### src/rtl/dfx_pkg.sv
package dfx_pkg;

  // Strobes from the arbitration control to the header datapath.
  typedef struct packed {
    logic [1:0] keep;     // input k holds a live cell that is forwarded
    logic [1:0] deflect;  // input k lost contention
    logic [1:0] portSel;  // output index chosen for input k
  } ctrlStrobe_t;

endpackage

### src/rtl/dfx_ctrl.sv
module dfx_ctrl
  import dfx_pkg::*;
#(
  parameter int ADDR_W     = 4,
  parameter int STAGE_W    = 4,
  parameter int MAX_STAGES = 10,
  localparam int LEN_W     = $clog2(ADDR_W + 1)
) (
  input  logic [1:0]                 inValid,
  input  logic [1:0][ADDR_W-1:0]     inTag,
  input  logic [1:0][LEN_W-1:0]      inLen,
  input  logic [1:0][STAGE_W-1:0]    inStage,
  output ctrlStrobe_t                strobe
);

  localparam logic [LEN_W-1:0]   LEN_MAX   = LEN_W'(ADDR_W);
  localparam logic [STAGE_W-1:0] STAGE_LIM = STAGE_W'(MAX_STAGES);

  logic [1:0] live;
  logic [1:0] reqBit;

  // Pick tag bit (len-1) without a variable shift.
  function automatic logic routeBit(input logic [ADDR_W-1:0] tag,
                                    input logic [LEN_W-1:0]  len);
    logic b;
    b = 1'b0;
    for (int i = 0; i < ADDR_W; i++) begin
      if (len == LEN_W'(i + 1)) b = tag[i];
    end
    return b;
  endfunction

  for (genvar k = 0; k < 2; k++) begin : gInput
    always_comb begin
      live[k]   = inValid[k] && (inLen[k] != '0) && (inLen[k] <= LEN_MAX)
                  && (inStage[k] < STAGE_LIM);
      reqBit[k] = routeBit(inTag[k], inLen[k]);
    end
  end

  logic clash;
  logic loser;

  always_comb begin
    clash = live[0] && live[1] && (reqBit[0] == reqBit[1]);
    // Shorter remaining tag wins; on a tie input 0 wins, so input 1 loses.
    loser = (inLen[1] < inLen[0]) ? 1'b0 : 1'b1;

    strobe.keep    = live;
    strobe.deflect = 2'b00;
    strobe.portSel = reqBit;
    if (clash) begin
      strobe.deflect[loser] = 1'b1;
      strobe.portSel[loser] = ~reqBit[loser];
    end
  end

endmodule

### src/rtl/dfx_datapath.sv
module dfx_datapath
  import dfx_pkg::*;
#(
  parameter int ADDR_W     = 4,
  parameter int STAGE_W    = 4,
  localparam int LEN_W     = $clog2(ADDR_W + 1)
) (
  input  logic                       clk,
  input  logic                       rst,
  input  ctrlStrobe_t                strobe,
  input  logic [1:0][ADDR_W-1:0]     inTag,
  input  logic [1:0][LEN_W-1:0]      inLen,
  input  logic [1:0][ADDR_W-1:0]     inDest,
  input  logic [1:0][STAGE_W-1:0]    inStage,
  output logic [1:0]                 outValid,
  output logic [1:0][ADDR_W-1:0]     outTag,
  output logic [1:0][LEN_W-1:0]      outLen,
  output logic [1:0][ADDR_W-1:0]     outDest,
  output logic [1:0][STAGE_W-1:0]    outStage,
  output logic [1:0]                 outArrived
);

  localparam logic [LEN_W-1:0] LEN_MAX = LEN_W'(ADDR_W);

  // Rewritten header for each input, before steering.
  logic [1:0][ADDR_W-1:0]  nxtTag;
  logic [1:0][LEN_W-1:0]   nxtLen;
  logic [1:0][STAGE_W-1:0] nxtStage;
  logic [1:0]              nxtArr;

  always_comb begin
    for (int k = 0; k < 2; k++) begin
      nxtStage[k] = inStage[k] + STAGE_W'(1);
      if (strobe.deflect[k]) begin
        nxtTag[k] = inDest[k];
        nxtLen[k] = LEN_MAX;
        nxtArr[k] = 1'b0;
      end else begin
        for (int i = 0; i < ADDR_W; i++) begin
          nxtTag[k][i] = inTag[k][i] && (LEN_W'(i + 1) < inLen[k]);
        end
        nxtLen[k] = inLen[k] - LEN_W'(1);
        nxtArr[k] = (inLen[k] == LEN_W'(1));
      end
    end
  end

  for (genvar j = 0; j < 2; j++) begin : gOutput
    logic                take0;
    logic                take1;
    logic                vReg;
    logic                aReg;
    logic [ADDR_W-1:0]   tReg;
    logic [LEN_W-1:0]    lReg;
    logic [ADDR_W-1:0]   dReg;
    logic [STAGE_W-1:0]  sReg;

    assign take0 = strobe.keep[0] && (strobe.portSel[0] == 1'(j));
    assign take1 = strobe.keep[1] && (strobe.portSel[1] == 1'(j));

    always_ff @(posedge clk) begin
      if (rst) begin
        vReg <= 1'b0; aReg <= 1'b0; tReg <= '0;
        lReg <= '0;   dReg <= '0;   sReg <= '0;
      end else if (take0) begin
        vReg <= 1'b1;        aReg <= nxtArr[0]; tReg <= nxtTag[0];
        lReg <= nxtLen[0];   dReg <= inDest[0]; sReg <= nxtStage[0];
      end else if (take1) begin
        vReg <= 1'b1;        aReg <= nxtArr[1]; tReg <= nxtTag[1];
        lReg <= nxtLen[1];   dReg <= inDest[1]; sReg <= nxtStage[1];
      end else begin
        vReg <= 1'b0; aReg <= 1'b0; tReg <= '0;
        lReg <= '0;   dReg <= '0;   sReg <= '0;
      end
    end

    assign outValid[j]   = vReg;
    assign outArrived[j] = aReg;
    assign outTag[j]     = tReg;
    assign outLen[j]     = lReg;
    assign outDest[j]    = dReg;
    assign outStage[j]   = sReg;
  end

endmodule

### src/rtl/dfx_stage.sv
module dfx_stage
  import dfx_pkg::*;
#(
  parameter int ADDR_W     = 4,
  parameter int STAGE_W    = 4,
  parameter int MAX_STAGES = 10,
  localparam int LEN_W     = $clog2(ADDR_W + 1)
) (
  input  logic                       clk,
  input  logic                       rst,
  input  logic [1:0]                 inValid,
  input  logic [1:0][ADDR_W-1:0]     inTag,
  input  logic [1:0][LEN_W-1:0]      inLen,
  input  logic [1:0][ADDR_W-1:0]     inDest,
  input  logic [1:0][STAGE_W-1:0]    inStage,
  output logic [1:0]                 outValid,
  output logic [1:0][ADDR_W-1:0]     outTag,
  output logic [1:0][LEN_W-1:0]      outLen,
  output logic [1:0][ADDR_W-1:0]     outDest,
  output logic [1:0][STAGE_W-1:0]    outStage,
  output logic [1:0]                 outArrived
);

  ctrlStrobe_t strobe;

  dfx_ctrl #(
    .ADDR_W(ADDR_W), .STAGE_W(STAGE_W), .MAX_STAGES(MAX_STAGES)
  ) uCtrl (
    .inValid(inValid), .inTag(inTag), .inLen(inLen), .inStage(inStage),
    .strobe(strobe)
  );

  dfx_datapath #(
    .ADDR_W(ADDR_W), .STAGE_W(STAGE_W)
  ) uPath (
    .clk(clk), .rst(rst), .strobe(strobe),
    .inTag(inTag), .inLen(inLen), .inDest(inDest), .inStage(inStage),
    .outValid(outValid), .outTag(outTag), .outLen(outLen),
    .outDest(outDest), .outStage(outStage), .outArrived(outArrived)
  );

endmodule

### config.mk
export PLATFORM = sky130hd
export DESIGN_NAME = dfx_stage
export DESIGN_NICKNAME = d
export VERILOG_FILES = /design/src/rtl/dfx_pkg.sv /design/src/rtl/dfx_ctrl.sv /design/src/rtl/dfx_datapath.sv /design/src/rtl/dfx_stage.sv
export SDC_FILE = /design/constraint.sdc
export NUM_CORES = 1
export LEC_CHECK = 0
export ABC_AREA = 1
export BUFFER_PORTS_ARGS = -buffer_cell sky130_fd_sc_hd__buf_2
export CAP_MARGIN = 10
export CORE_ASPECT_RATIO = 1.2
export CORE_MARGIN = 2
export CORE_UTILIZATION = 49
export CTS_CLUSTER_SIZE = 40
export DETAILED_ROUTE_END_ITERATION = 6
export MAX_ROUTING_LAYER = met4
export PLACE_DENSITY = 0.77
export SKIP_LAST_GASP = 1
export SYNTH_ARGS = -nofsm -noshare
export SYNTH_HDL_FRONTEND = slang
export SYNTH_SLANG_ARGS = --single-unit
### constraint.sdc
create_clock -name clk -period 1.85 [get_ports clk]
set_input_delay 0.0925 -clock clk [delete_from_list [all_inputs] [get_ports clk]]
set_output_delay 0.0925 -clock clk [all_outputs]
set_load 0.01 [all_outputs]
==> results_dict.tcl, run 1 <==
set metrics [dict create \
    n_antenna_cell 0 \
    synth_edf_count 0 \
    initial_core_util_pct 50.5 \
    drtIter0Drc 166 \
    die_h_um 76.0 \
    min_to "uPath.gOutput[1].dReg[3]" \
    min_period_ns 1.58 \
    layout-drive-gt1-share_pct 31.4 \
    synth-seq-cells 34 \
    synthesis.area_mm2 0.00212 \
    antenna_found_initial 0 \
    die_area_mm2 0.00487 \
    viasPerCell 4.75 \
    min_path_type "in2reg" \
    yosysUniqueCellTypes 29 \
    antenna_left 0 \
    fin_nets 434 \
    synth_seq_area_share_pct 32.1 \
    synth_nets 353 \
    grt_pass1_vias 1963 \
    place_congestion 0.866 \
    postCtsHoldBufs 0 \
    timing.fmax_ghz 0.632 \
    numCtsBuffers 5 \
    cts-root-buf "clkbuf_8" \
    hp-start "inDest[7]" \
    yosysWarnings 0 \
    die-width_um 64.0 \
    cts.sinks 34 \
    hold_ws_ns 0.0743 \
    worstSetupPathType "in2reg" \
    grt_pass1_wl_mm 8.52 \
    dr.pass1.iters 4 \
    io_pins 68 \
    cts_buffer_depth 2 \
    cp.arrival_ns 1.79 \
    drv_slew 0 \
    p_leak_nw 1.39 \
    path_clk_slew_ns 0.07 \
    hold_path_depth 3 \
    route.detailed.drc 0 \
    grt_start_max_net_pins 35 \
    route.vias.total 2112 \
    placed_area_mm2 0.00258 \
    hold_violations 0 \
    synthArstFlopShare_pct 0 \
    setup_violations 0 \
    fin_ws_ns 0.269 \
    worstMarginPinSlew_ns 0.578 \
    status "finished, final reports clean" \
    rsz0062_at_grt "no" \
    tns_ns 0 \
    fin_crit_sh_pct 85.5 \
    power_density_mw_per_mm2 642 \
    cts_max_level 2 \
    worst_setup_path_end_kind "flip-flop" \
    dpl.cell_count 437 \
    final_area_mm2 0.00267 \
    grt_overflow 0 \
    avgSynthCellArea_um2 6.90 \
    hpwlAfterDp_mm 4.03 \
    cts_setup_buffers 0 \
    dp_slack_ns -0.0481 \
    drt_wl_total_mm 5.00 \
    fin_cells 445 \
    area_growth_pct 25.9 \
    path_max_fanout 13 \
    startpoint_type "primary input" \
    ys.flop_type "dfxtp_1" \
    max_cap_viol_count 0 \
    cts_tree "built" \
    io_buffers 67 \
    crit_required_ns 2.06 \
    slew_headroom_pct 61.5 \
    postSynthCellCount 307 \
    cts_resized 0 \
    irDropWorstVdd_mv 0.307 \
    post_drt_wl_per_cell_um 11.2 \
    gr-usage-all-layers_pct 22.5 \
    core-area_mm2 0.00420 \
    row_count 26 \
]
how the worst max path moves through the flow:
stage | slack, ns | cells past startpoint | to | from
floorplan | 0.14 | 13 | uPath.gOutput[1].sReg[3] | inLen[2]
global placement | 0.03 | 12 | uPath.gOutput[0].tReg[1] | inLen[0]
global route | 0.06 | 13 | uPath.gOutput[0].tReg[2] | inLen[1]
CTS | 0.25 | 12 | uPath.gOutput[0].tReg[1] | inLen[0]
finish | 0.27 | 13 | uPath.gOutput[0].tReg[1] | inLen[1]
detailed placement | -0.05 | 13 | uPath.gOutput[0].tReg[1] | inLen[1]
kinds of logic after synthesis:
| group | share of synthesized area, % |
|---|---|
| AOI/OAI and AO/OA | 11.1 |
| xor gates and xnor gates | 2.48 |
| adders and majority gates | 7.08 |
| buffers and inverters | 11.5 |
| DFF | 32.1 |
| and+or+nand+nor | 35.8 |
cell usage after synthesis, types with 3 or more instances:
library cell	n	area share (%)
nand2_1	87	15
dfxtp_1	34	32
nor2_1	31	5.5
nand3_1	30	7.1
inv_1	29	5.1
a21oi_1	28	6.6
ha_1	12	7.1
buf_4	6	2.1
inv_2	6	1.1
nand2_2	5	1.5
a21oi_2	4	1.7
buf_6	4	2.1
nand3_2	4	1.9
o21ai_0	4	0.94
xnor2_1	4	1.7
clkbuf_1	3	0.53
layer usage:
| metal | up-vias | global-route usage, % | wire length (µm) |
|---|---|---|---|
| met4 | 0 | 7.83 | 82 |
| met2 | 58 | 38.5 | 2530 |
| li1 | 1125 | - | - |
| met3 | 8 | 3.69 | 261 |
| met5 | - | - | 0 |
| met1 | 921 | 26.2 | 2120 |
where the power goes:
part	internal, W	switching (W)
logic	0.000155	0.000237
registers	0.000757	0.00000513
clock network	0.000300	0.000259
total	0.00121	0.000502
cell usage in the layout, fill, tap and decap left out, drive strengths merged, types with 2 or more instances in the layout:
cell,instances
buf,88
nand3,36
xor2,2
a21oi,33
a21boi,2
o21ai,5
ha,12
nor2,33
dfxtp,34
inv,36
clkbuf,7
xnor2,4
nand2,92
final cells by class:
class                      count  area, µm²
inverter                      36        138
clock buffer                   7       86.3
multi-input combinational    223       1200
tap                           56       70.1
timing repair buffer          88        493
clock inverter                 1       5.00
fill                         364       1530
sequential                    34        681
per-stage QoR:
step	utilization [%]	power, W
final	63.6	0.00171
after detailed placement	61.4	0.00117
after CTS	63.6	0.00172
after global placement	61.4	0.00116
after floorplan	-	0.00103
after global routing	63.6	0.00180
critical path, stage by stage:
cell and delay, ns:
buf_2 0.10, inv_1 0.11, ha_1 0.26, inv_1 0.06, nand3_1 0.12, nand3_4 0.09
nor2_4 0.15, nand2_1 0.08, nand2_2 0.11, nand3_4 0.10, inv_2 0.22, nand3_1 0.12
a21oi_1 0.18
registers in the layout (all words and copies together) (netlist names):
register and flops:
uPath.gOutput.tReg 8, uPath.gOutput.lReg 6, uPath.gOutput.vReg 2, uPath.gOutput.sReg 8, uPath.gOutput.aReg 2, uPath.gOutput.dReg 8
Power figures use the tool's default switching activity.
==> run 2, diff against run 1 <==
CORE_ASPECT_RATIO = 1.5   (was 1.2)
==> run 2 against run 1 <==
Sequential share of layout area increased by 0.096 points. Flip-flop and latch count unchanged. Critical path depth decreased by 1. Total power increased by 0.19%. Sequential power about the same. Die area increased by 0.18%. Global-route usage increased by 0.25 points. Wire length about the same. Clock-buffer cell count unchanged. Highest routed layer unchanged. Worst setup slack improved by 0.022 ns. Via count increased by 2.9%. Cell count decreased by 2.9%.
==> results_dict.tcl, run 2 (synthesis results as in run 1) <==
set metrics [dict create \
    io_buffers 67 \
    postCtsHoldBufs 0 \
    initial_core_util_pct 50.4 \
    n_antenna_cell 0 \
    slew_headroom_pct 58.7 \
    worstSetupPathType "in2reg" \
    timing.fmax_ghz 0.641 \
    area_growth_pct 25.4 \
    antenna_left 0 \
    path_clk_slew_ns 0.07 \
    path_max_fanout 8 \
    p_leak_nw 1.38 \
    route.vias.total 2173 \
    crit_required_ns 2.07 \
    fin_crit_sh_pct 84.3 \
    grt_overflow 0 \
    grt_pass1_wl_mm 8.49 \
    max_cap_viol_count 0 \
    critPathTopFamily "simple AND/OR/NAND/NOR gates" \
    rsz0062_at_grt "no" \
    top_regs "uPath.gOutput.dReg x8, uPath.gOutput.sReg x8, uPath.gOutput.tReg x8" \
    irDropWorstVdd_mv 0.588 \
    worst_setup_path_end_kind "flip-flop" \
    dr.pass1.iters 4 \
    min_path_type "in2reg" \
    crit_chain "buf_2 > inv_1 > ha_1 > inv_1 > nand3_1 > nand3_4 > buf_4 > nor3_4 > nand3_2 > nand2_1 > nand3_1 > a21oi_1" \
    cts-root-buf "clkbuf_8" \
    gr-usage-all-layers_pct 22.7 \
    core-area_mm2 0.00421 \
    route.detailed.drc 0 \
    drv_slew 0 \
    place_congestion 0.922 \
    fin_cells 432 \
    fin_nets 431 \
    seqCellArea_um2 681 \
    die-width_um 57.7 \
    cts_max_level 2 \
    final_util_pct 63.2 \
    hold_violations 0 \
    fin_ws_ns 0.290 \
    die_h_um 84.6 \
    critical_path_buf_inv_count 4 \
    cts_setup_buffers 0 \
    setup_violations 0 \
    io_pins 68 \
    slowest_stage "ha_1" \
    viasPerCell 5.03 \
    p_total_w 0.00172 \
    cp.arrival_ns 1.78 \
    drt_wl_total_mm 5.00 \
    min_period_ns 1.56 \
    layout-drive-gt1-share_pct 30.8 \
    grt_pass1_vias 1997 \
    dp_slack_ns -0.00294 \
    cts_tree "built" \
    drtIter0Drc 48 \
    dpl.cell_count 424 \
    startpoint_type "primary input" \
    multi_input_area_mm2 0.00120 \
    die_area_mm2 0.00488 \
    final_common_cell "nand2_1" \
    grt_start_max_net_pins 35 \
    cts_buffer_depth 2 \
    numCtsBuffers 5 \
    post_drt_wl_per_cell_um 11.6 \
    cts.sinks 34 \
    worstMarginPinSlew_ns 0.620 \
    hold_ws_ns 0.0758 \
    max_stage_delay_ns 0.26 \
    power_density_mw_per_mm2 646 \
    cts_resized 0 \
    status "finished, final reports clean" \
    row_count 29 \
    num-fill-cells 414 \
    final_cell_mix "nand2_1 (87), buf_2 (67), dfxtp_1 (34)" \
    antenna_found_initial 0 \
    hpwlAfterDp_mm 3.96 \
]
-- run 2: cell count changes in the layout (fill, tap and decap cells not counted), sizes merged --
| cell | previous run | this run |
|---|---|---|
| buf | 88 | 85 |
-- run 2: worst paths after layout --
| kind | startpoint | endpoint | slack [ns] | cells past startpoint |
|---|---|---|---|---|
| max | inLen[1] | uPath.gOutput[0].tReg[0] | 0.29 | 12 |
| min | inDest[0] | uPath.gOutput[0].dReg[0] | 0.08 | 3 |
-- run 2: per-stage QoR --
| step | area (µm²) | setup TNS (ns) |
|---|---|---|
| 2_1_floorplan | 2120 | 0 |
| 3_3_place_gp | 2570 | 0 |
| 4_1_cts | 2660 | 0 |
| 5_1_grt | 2660 | 0 |
| 3_5_place_dp | 2570 | -0.00294 |
| 6_report | 2660 | 0 |
-- run 2: power breakdown --
group / total [W] / internal (W) / switching, W
Sequential: 0.000762 / 0.000757 / 0.00000498
Clock: 0.000561 / 0.000300 / 0.000261
Combinational: 0.000394 / 0.000157 / 0.000237
-- run 2: cell type report --
class	count	area share, %
repair buffers	85	18.6
flip-flops and latches	34	25.6
multi-input cells	223	45.0
clock buffers	7	3.25
clock inverters	1	0.188
inverters	36	5.18
well taps	46	2.16
-- run 2: worst min-delay path, cell delays in order --
cell and delay [ns]:
buf_2 0.11, nand2_1 0.06, a21oi_1 0.05
-- run 2: routing by layer --
layer	up-vias	part of all wire [%]	global-route usage (%)
met5	-	0	-
met4	0	3.0	11.0
met3	14	4.7	3.08
met2	66	52	39.7
met1	972	40	24.5
li1	1121	-	-
==> run 3, diff against run 2 <==
ABC_AREA = 0   (was 1)
CORE_UTILIZATION = 45   (was 49)
PLACE_DENSITY = 0.76   (was 0.77)
clock period = 1.4 ns   (was 1.85 ns; I/O delays follow)
==> run 3 against run 2 <==
Core utilization is 17 points higher. Via count is 2.6% higher. Sequential power is 33% higher. Critical path depth is 1 lower. Non-clock buffer count is 48 higher. Die area is 1.6% lower. Total power is 49% higher. Cell area is 26% higher. Clock power is 30% higher. Largest cell class unchanged. Global-route usage is 7.0 points higher. Largest power group unchanged. The flow now finishes with violations (negative setup slack). Wire length is 41% higher.
==> results_dict.tcl, run 3 <==
set metrics [dict create \
    status "finished with violations" \
    violations "negative setup slack" \
    post_drt_wl_per_cell_um 18.4 \
    die-width_um 57.2 \
    max_stage_delay_ns 0.32 \
    cts-root-buf "clkbuf_8" \
    fin_nets 381 \
    slowest_stage "nand4_1" \
    row_count 29 \
    hold_violations 0 \
    ys.flop_type "dfxtp_1" \
    postSynthCellCount 209 \
    yosysWarnings 0 \
    cts.sinks 34 \
    dpl.cell_count 356 \
    final_cell_mix "buf_2 (63), buf_4 (50), dfxtp_1 (34)" \
    tns_ns -13.51 \
    irDropWorstVdd_mv 0.938 \
    slew_headroom_pct 61.6 \
    antenna_left 0 \
    place_congestion 0.942 \
    min_period_ns 1.88 \
    min_path_type "in2reg" \
    hold_ws_ns 0.0829 \
    top_regs "uPath.gOutput.dReg x8, uPath.gOutput.sReg x8, uPath.gOutput.tReg x8" \
    drt_wl_total_mm 7.03 \
    cp.arrival_ns 2.04 \
    p_leak_nw 1.50 \
    avgSynthCellArea_um2 9.15 \
    path_max_fanout 3 \
    viasPerCell 5.84 \
    grt_pass1_wl_mm 10.5 \
    synth-seq-cells 34 \
    final_common_cell "buf_2" \
    antenna_found_initial 0 \
    fin_cells 382 \
    synth_seq_area_share_pct 35.6 \
    grt_pass1_vias 2211 \
    post-synth-top-count-cell "dfxtp_1" \
    synth_nets 255 \
    worstSetupPathType "in2reg" \
    timing.fmax_ghz 0.533 \
    cts_max_level 2 \
    grt_overflow 0 \
    cts_tree "built" \
    worst_setup_path_end_kind "flip-flop" \
    num-fill-cells 245 \
    synthArstFlopShare_pct 0 \
    drv_slew 0 \
    cts_buffer_depth 2 \
    startpoint_type "primary input" \
    path_clk_slew_ns 0.06 \
    power_density_mw_per_mm2 763 \
    gr-usage-all-layers_pct 29.7 \
    yosysTopAreaCellShare_pct 35.6 \
    route.vias.total 2229 \
    hpwlAfterDp_mm 4.19 \
    synthTopCellsByArea "dfxtp_1 (36%), ha_1 (7.8%), nor2_1 (6.1%), a22oi_1 (5.1%), a22o_1 (3.2%)" \
    crit_required_ns 1.57 \
    worstMarginPinSlew_ns 0.571 \
    postCtsHoldBufs 0 \
    synthTopCellsByCount "dfxtp_1 (34), nor2_1 (31), a22oi_1 (13), ha_1 (12), inv_1 (8)" \
    layout-drive-gt1-share_pct 59.8 \
    die_h_um 83.9 \
    io_pins 68 \
    dr.pass1.iters 4 \
    synthesis.area_mm2 0.00191 \
    n_antenna_cell 0 \
    yosys.area.top_type "dfxtp_1" \
    rsz0062_at_grt "yes" \
    fin_ws_ns -0.477 \
    synth_edf_count 0 \
    crit_chain "buf_8 > buf_6 > ha_4 > and3b_1 > o221ai_2 > buf_4 > o211ai_1 > nand4_1 > mux2i_1 > o32a_1 > nor2_1" \
    setup_violations 34 \
    grt_start_max_net_pins 28 \
    numCtsBuffers 5 \
    route.detailed.drc 0 \
    io_buffers 67 \
    drtIter0Drc 87 \
    core-area_mm2 0.00417 \
    yosysUniqueCellTypes 52 \
    die_area_mm2 0.00480 \
    fin_crit_sh_pct 134 \
    initial_core_util_pct 45.8 \
    area_growth_pct 74.8 \
    max_cap_viol_count 0 \
]
run 3: cell types whose count changed in the layout (fill, tap and decap cells not counted), moves of 5 or more:
cell | before | now
buf_6 | 0 | 15
ha_4 | 0 | 7
a22oi_2 | 0 | 11
buf_4 | 16 | 50
inv_2 | 6 | 0
inv_1 | 29 | 4
nand2_2 | 5 | 0
a21oi_1 | 28 | 5
nand3_1 | 30 | 4
nand2_1 | 87 | 4
ha_1 | 12 | 5
a22o_1 | 0 | 7
run 3: layout make-up:
class / count / area [µm²] / area share (%)
multi-input cells: 153 / 1510 / 45.3
clock inverters: 1 / 5.00 / 0.150
flip-flops and latches: 34 / 681 / 20.4
well taps: 46 / 57.6 / 1.72
clock buffers: 7 / 86.3 / 2.58
repair buffers: 133 / 950 / 28.4
inverters: 8 / 50.0 / 1.50
run 3: final timing paths:
path / startpoint / endpoint / cells after the start
worst min-delay path: inDest[7] / uPath.gOutput[0].dReg[3] / 3
worst max-delay path: inLen[1] / uPath.gOutput[0].tReg[3] / 11
run 3: layer usage:
layer / global-route usage (%) / routed length [µm] / part of all wire [%]
met1: 27.6 / 2310 / 33
met2: 53.0 / 3870 / 55
met3: 4.19 / 444 / 6.3
met4: 22.2 / 403 / 5.7
met5: - / 0 / 0
run 3: what timing repair did:
item,in CTS,in global routing
pin swaps,44,18
endpoints found under the setup margin,34,34
setup buffers,16,2
endpoints found under the hold margin,0,0
resized for setup,86,5
run 3: power by group:
| group | switching, W | internal, W |
|---|---|---|
| combinational | 0.000416 | 0.000398 |
| sequential | 0.00000658 | 0.00100 |
| clock | 0.000334 | 0.000396 |
run 3: kinds of logic (layout without fill, tap and decap cells):
| logic type | count (synthesis) | after routing | synth area share (%) |
|---|---|---|---|
| muxes | 7 | 7 | 3.86 |
| AOI/OAI and AO/OA | 62 | 62 | 26.9 |
| and+or+nand+nor | 66 | 66 | 17.5 |
| xor gates and xnor gates | 6 | 6 | 2.75 |
| buffers and inverters | 22 | 149 | 5.56 |
| adders and majority gates | 12 | 12 | 7.85 |
| DFF | 34 | 34 | 35.6 |
run 3: critical path, delay by kind of cell:
kind | cells | cell delay, ns
AOI/OAI and AO/OA | 3 | 0.54
adders and majority gates | 1 | 0.15
buffers and inverters | 3 | 0.38
muxes | 1 | 0.31
and+or+nand+nor | 3 | 0.61
run 3: per-stage QoR:
stage / instance area (µm²) / power (W) / utilization (%) / setup WS (ns)
floorplan: 2010 / 0.00135 / - / -0.616
global placement: 2700 / 0.00161 / 64.6 / -0.831
detailed placement: 2700 / 0.00162 / 64.6 / -0.816
CTS: 3300 / 0.00249 / 79.0 / -0.379
global route: 3340 / 0.00264 / 80.1 / -0.587
finish: 3340 / 0.00255 / 80.1 / -0.477
